$ cat config.mk
export PLATFORM = sky130hd
export DESIGN_NAME = alias_regbank
export DESIGN_NICKNAME = d
export VERILOG_FILES = /design/src/rtl/regbank_pkg.sv /design/src/rtl/regbank_ctrl.sv /design/src/rtl/regbank_dp.sv /design/src/rtl/alias_regbank.sv
export SDC_FILE = /design/constraint.sdc
export NUM_CORES = 2
export LEC_CHECK = 0
export ABC_AREA = 1
export BUFFER_PORTS_ARGS = -buffer_cell sky130_fd_sc_hd__buf_2
export CORE_AREA = 2 2 319 321
export DETAILED_ROUTE_END_ITERATION = 10
export DIE_AREA = 0 0 321 323
export PLACE_DENSITY = 0.65
export RECOVER_POWER = 25
export SYNTH_ARGS = -nofsm -noshare
export SYNTH_HDL_FRONTEND = slang
export SYNTH_HIERARCHICAL = 1
export SYNTH_SLANG_ARGS = --single-unit
export TNS_END_PERCENT = 50
$ cat constraint.sdc
create_clock -name clk -period 3.03 [get_ports clk]
set_input_delay 0.4545 -clock clk [delete_from_list [all_inputs] [get_ports clk]]
set_output_delay 0.4545 -clock clk [all_outputs]
set_load 0.1 [all_outputs]
$ cat src/rtl/regbank_pkg.sv
package regbank_pkg;
  localparam int DATA_W     = 32;
  localparam int BIT_W      = $clog2(DATA_W);
  localparam int ALIAS_REGS = 16;
  localparam int EXCL_REGS  = 2;
  localparam int HIGH_REGS  = 2;
  localparam int NUM_REGS   = ALIAS_REGS + EXCL_REGS + HIGH_REGS;
  localparam int IDX_W      = $clog2(NUM_REGS);

  typedef struct packed {
    logic              wrEn;
    logic              setEn;
    logic              clrEn;
    logic              rdEn;
    logic [IDX_W-1:0]  idx;
    logic [BIT_W-1:0]  bitSel;
  } strobe_t;
endpackage

$ cat src/rtl/regbank_ctrl.sv
module regbank_ctrl
  import regbank_pkg::*;
#(
  parameter int              ADDR_W    = 20,
  parameter logic [ADDR_W-1:0] EXCL_BASE = 'h100,
  parameter logic [ADDR_W-1:0] HIGH_BASE = 'h10000
) (
  input  logic              clk,
  input  logic              rstN,
  input  logic              reqValid,
  input  logic              reqWrite,
  input  logic [ADDR_W-1:0] reqAddr,
  input  logic [BIT_W-1:0]  reqBit,
  input  logic              reqSecure,
  output strobe_t           st,
  output logic              rspValid,
  output logic              rspError
);
  localparam logic [ADDR_W-1:0] LOW_END  = ADDR_W'(ALIAS_REGS * 4);
  localparam logic [ADDR_W-1:0] EXCL_END = EXCL_BASE + ADDR_W'(EXCL_REGS * 4);
  localparam logic [ADDR_W-1:0] HIGH_END = HIGH_BASE + ADDR_W'(HIGH_REGS * 4);
  localparam logic [ADDR_W-1:0] OP_MASK  = ADDR_W'(3) << 14;

  logic [1:0]        op;
  logic [ADDR_W-1:0] base, exclOff, highOff;
  logic              aligned, lowHit, exclHit, highHit;
  logic              plainHit, aliasHit, secOk, err;
  logic [IDX_W-1:0]  hitIdx;

  always_comb begin
    op       = reqAddr[15:14];
    base     = reqAddr & ~OP_MASK;
    aligned  = (reqAddr[1:0] == 2'b00);
    exclOff  = base - EXCL_BASE;
    highOff  = base - HIGH_BASE;
    lowHit   = aligned && (base < LOW_END);
    exclHit  = aligned && (base >= EXCL_BASE) && (base < EXCL_END);
    highHit  = aligned && (base >= HIGH_BASE) && (base < HIGH_END);
    plainHit = (op == 2'b00) && (lowHit || exclHit || highHit);
    aliasHit = op[1] && lowHit;
    secOk    = reqSecure || (reqAddr[ADDR_W-1:16] != '0);
    if (lowHit)       hitIdx = base[IDX_W+1:2];
    else if (exclHit) hitIdx = IDX_W'(ALIAS_REGS) + exclOff[IDX_W+1:2];
    else              hitIdx = IDX_W'(ALIAS_REGS + EXCL_REGS) + highOff[IDX_W+1:2];
  end

  always_comb begin
    st        = '0;
    err       = 1'b0;
    st.idx    = hitIdx;
    st.bitSel = reqBit;
    if (reqWrite) begin
      if (plainHit && secOk) begin
        st.wrEn = reqValid;
      end else if (aliasHit && secOk) begin
        st.setEn = reqValid & op[0];
        st.clrEn = reqValid & ~op[0];
      end else begin
        err = 1'b1;
      end
    end else begin
      if (plainHit) st.rdEn = reqValid;
      else          err = 1'b1;
    end
  end

  always_ff @(posedge clk) begin
    if (!rstN) begin
      rspValid <= 1'b0;
      rspError <= 1'b0;
    end else begin
      rspValid <= reqValid;
      rspError <= reqValid & err;
    end
  end


  rsp_follows_req_chk: assert property (@(posedge clk) disable iff (!rstN)
    reqValid |=> rspValid);

  no_spurious_rsp_chk: assert property (@(posedge clk) disable iff (!rstN)
    !reqValid |=> !rspValid);

  nonsecure_low_write_chk: assert property (@(posedge clk) disable iff (!rstN)
    (reqValid && reqWrite && !reqSecure && reqAddr[ADDR_W-1:16] == '0) |=> rspError);

  alias_read_err_chk: assert property (@(posedge clk) disable iff (!rstN)
    (reqValid && !reqWrite && reqAddr[15]) |=> rspError);
endmodule

$ cat src/rtl/regbank_dp.sv
module regbank_dp
  import regbank_pkg::*;
(
  input  logic              clk,
  input  logic              rstN,
  input  strobe_t           st,
  input  logic [DATA_W-1:0] wdata,
  output logic [DATA_W-1:0] rdata
);
  logic [NUM_REGS-1:0][DATA_W-1:0] regs;
  logic [DATA_W-1:0]               targetVal;

  assign targetVal = regs[st.idx];

  always_ff @(posedge clk) begin
    if (!rstN) begin
      regs  <= '0;
      rdata <= '0;
    end else begin
      if (st.wrEn)       regs[st.idx]            <= wdata;
      else if (st.setEn) regs[st.idx][st.bitSel] <= 1'b1;
      else if (st.clrEn) regs[st.idx][st.bitSel] <= 1'b0;
      rdata <= st.rdEn ? targetVal : '0;
    end
  end


  set_bit_chk: assert property (@(posedge clk) disable iff (!rstN)
    st.setEn |=> regs[$past(st.idx)][$past(st.bitSel)]);

  clr_bit_chk: assert property (@(posedge clk) disable iff (!rstN)
    st.clrEn |=> !regs[$past(st.idx)][$past(st.bitSel)]);

  single_bit_change_chk: assert property (@(posedge clk) disable iff (!rstN)
    (st.setEn || st.clrEn) |=> ($countones(regs[$past(st.idx)] ^ $past(targetVal)) <= 1));

  hold_when_idle_chk: assert property (@(posedge clk) disable iff (!rstN)
    !(st.wrEn || st.setEn || st.clrEn) |=> $stable(regs));
endmodule

$ cat src/rtl/alias_regbank.sv
module alias_regbank
  import regbank_pkg::*;
#(
  parameter int                ADDR_W    = 20,
  parameter logic [ADDR_W-1:0] EXCL_BASE = 'h100,
  parameter logic [ADDR_W-1:0] HIGH_BASE = 'h10000
) (
  input  logic              clk,
  input  logic              rstN,
  input  logic              reqValid,
  output logic              reqReady,
  input  logic              reqWrite,
  input  logic [ADDR_W-1:0] reqAddr,
  input  logic [DATA_W-1:0] reqWdata,
  input  logic              reqSecure,
  output logic              rspValid,
  output logic              rspError,
  output logic [DATA_W-1:0] rspRdata
);
  strobe_t st;

  assign reqReady = 1'b1;

  regbank_ctrl #(
    .ADDR_W(ADDR_W), .EXCL_BASE(EXCL_BASE), .HIGH_BASE(HIGH_BASE)
  ) ctrl (
    .clk(clk), .rstN(rstN), .reqValid(reqValid), .reqWrite(reqWrite),
    .reqAddr(reqAddr), .reqBit(reqWdata[BIT_W-1:0]), .reqSecure(reqSecure),
    .st(st), .rspValid(rspValid), .rspError(rspError)
  );

  regbank_dp dp (
    .clk(clk), .rstN(rstN), .st(st), .wdata(reqWdata), .rdata(rspRdata)
  );


  err_zero_data_chk: assert property (@(posedge clk) disable iff (!rstN)
    rspError |-> (rspRdata == '0));
endmodule

==> flow_metrics.tcl <==
set metrics [dict create \
    outcome "finished with violations" \
    violations "max-capacitance violations, max-slew violations" \
    cap_violations 1 \
    synth-edff-count 0 \
    m1WireLength_um 81320 \
    dr.pass1.iters 6 \
    place_hpwl_um 128200 \
    synth_top_area_share 0.3344 \
    cts_sinks 674 \
    start_util 0.4948 \
    wl_um 204600 \
    dp.cells 10790 \
    fill_cells 10220 \
    switchingPower_uw 5433 \
    finalSetupViolCount 0 \
    clk_path_buf_depth 3 \
    post-route-period-util 0.8989 \
    post-synth-top-area-cell "nand2_1" \
    h-tree-depth 3 \
    wire_per_inst_um 18.72 \
    whs_ns 0.1054 \
    coreArea_um2 100700 \
    ys_seq_elements 674 \
    synth_area_um2 49840 \
    min_path_type "in -> reg" \
    ir_drop_uv 347.5 \
    min_period_ns 2.724 \
    intPower_uw 15430 \
    wl_met2_um 86630 \
    synth-warning-count 6 \
    synth_area_leaders "nand2_1 (33%), dfxtp_1 (27%), nor2_1 (13%)" \
    p_sw_frac 0.2603 \
    crit_arrival_ns 3.31 \
    ys_types 29 \
    crit_path_end_kind "flip-flop" \
    worstMarginPinSlew_ns 1.891 \
    pwr-share-comb 0.073 \
    fin_nets 9618 \
    die_area_um2 103700 \
    die_x_um 321 \
    hold_buffers 0 \
    p_leak_uw 0.03084 \
    root_buffer "clkbuf_16" \
    gp_congestion 0.9150 \
    cts_tree "done" \
    clk_latency_ns 0.67 \
    post_cts_buffers 0 \
    avgViaCountPerCell 5.507 \
    max_slew_margin -0.2609 \
    seq_area_frac_synth 0.2707 \
    syn-num-nets 9801 \
    max_freq_mhz 367.1 \
    area_delta_synth_final_pct 13.45 \
    clkTransAtPathRegs_ns 0.06 \
    path_max_fanout 10 \
    chipHeight_um 323 \
    yosysMostFrequentCell "nand2_1" \
    drive_gt1_frac 0.06771 \
    grt_max_degree 100 \
    highest_layer "met5" \
    ys_top_cells_by_count "nand2_1 (4,440), nor2_1 (1,777), nand3_1 (814)" \
    grt_pass1_vias 54040 \
    synthArstFlopShare 0 \
    finClkSkew_ns 0.02267 \
    ctsResizeCount 0 \
    slew_viol_final 56 \
    rows 117 \
    wl_met3_um 24150 \
    cts_buffers 81 \
    required_ns 3.61 \
    antenna_left 0 \
    synth.avg_cell_area_um2 5.115 \
    num_vias 60180 \
    grt_overflow_total 0 \
    grt_usage 0.3835 \
    pin_count 92 \
    portBuffers 90 \
    dr.first_iter.drc_count 7517 \
    finalNonFillerCells 10930 \
    power_density_nw_per_um2 369.0 \
    cp-start-kind "input pin" \
    antenna_found_initial 10 \
    drc 0 \
    clockPowerShare 0.502 \
    grt_pass1_wl_um 311100 \
    synthCells 9743 \
    rsz0062_at_grt "no" \
    hold_violations 0 \
    synth-main-ff-cell "dfxtp_1" \
    pwr-share-seq 0.425 \
    worstSetupPathType "in -> reg" \
]
## critical path: stages
cell      delay [ns]
buf_2           0.10
nor2_1          0.16
and2_2          0.21
nand4_4         0.11
nand2_1         0.10
inv_2           0.05
nand2_1         0.09
o21ai_4         0.12
inv_4           0.12
nand2_1         0.34
nor2_4          0.39
nand2_1         0.12
nand2_1         0.17
clkbuf_2        0.37
nand2_1         0.13
nand2_1         0.08
nand2_1         0.05
nor2_1          0.14
## cell usage in the layout, fill, tap and decap left out, drive strengths merged
cell type  netlist  layout
a21oi            1       1
and2             1       1
buf            377     422
bufinv           0       9
clkbuf         360     164
clkinv           0      12
conb             1       1
dfxtp          674     674
diode            0       4
ha               1       1
inv            704     706
nand2         4452    4452
nand3          818     818
nand3b           1       1
nand4            2       2
nor2          1800    1800
nor3             1       1
nor3b            1       1
o21ai          547     547
or2              1       1
xor2             1       1
## power by group through the flow
stage / clock (µW) / sequential, µW / combinational, µW
2_1_floorplan: 0 / 9070 / 664
3_3_place_gp: 0 / 9060 / 1460
3_5_place_dp: 0 / 9060 / 1460
4_1_cts: 10600 / 8860 / 1470
5_1_grt: 10900 / 8860 / 1530
6_report: 10500 / 8860 / 1520
## per-stage QoR
stage	TNS [ns]	power, µW	area [µm²]	worst slack [ns]	utilization
6_report	0	20870	56540	0.3063	0.5614
5_1_grt	0	21290	56530	0.1597	0.5613
4_1_cts	0	20900	56760	0.5738	0.5636
3_5_place_dp	-0.1059	10520	54010	-0.1059	0.5363
3_3_place_gp	-0.04559	10520	54010	-0.04559	0.5363
2_1_floorplan	0	9733	49840	0.5304	-
## cells by family after synthesis
logic type,share of synthesized area
other,0.00007524
AND/OR/NAND/NOR,0.5576
flip-flops,0.2707
AO/OA/AOI/OAI,0.05510
XOR/XNOR,0.0003265
buffers and inverters,0.1159
adder cells (fa/ha/maj),0.0002510
## final cells by class
cell class,instances,area [µm²],share of cell area
antenna,4,10.01,0.0001770
multi-input combinational,7628,30740,0.5437
tap,1309,1638,0.02897
clock inverter,23,347.8,0.006152
inverter,704,2665,0.04713
timing repair buffer,471,5244,0.09274
sequential,674,13490,0.2386
clock buffer,115,2400,0.04244
## routing by layer
metal  vias to the layer above  track usage
li1                      29050            -
met1                     26940       0.5025
met2                      3532       0.6007
met3                       662      0.06255
met4                         2       0.2132
met5                         -            0
## path summary, 6_finish.rpt
path / startpoint / to / slack (ns) / cells after the start
worst max-delay path: reqAddr[11] / flip-flop / 0.31 / 18
worst min-delay path: reqValid / ctrl/rspError / 0.11 / 3
worst max register to register: flip-flop / dp/rdata[22] / 1.52 / 9
worst min register to register: flip-flop / flip-flop / 0.51 / 4
No activity file was read; power rests on OpenSTA's default activity.
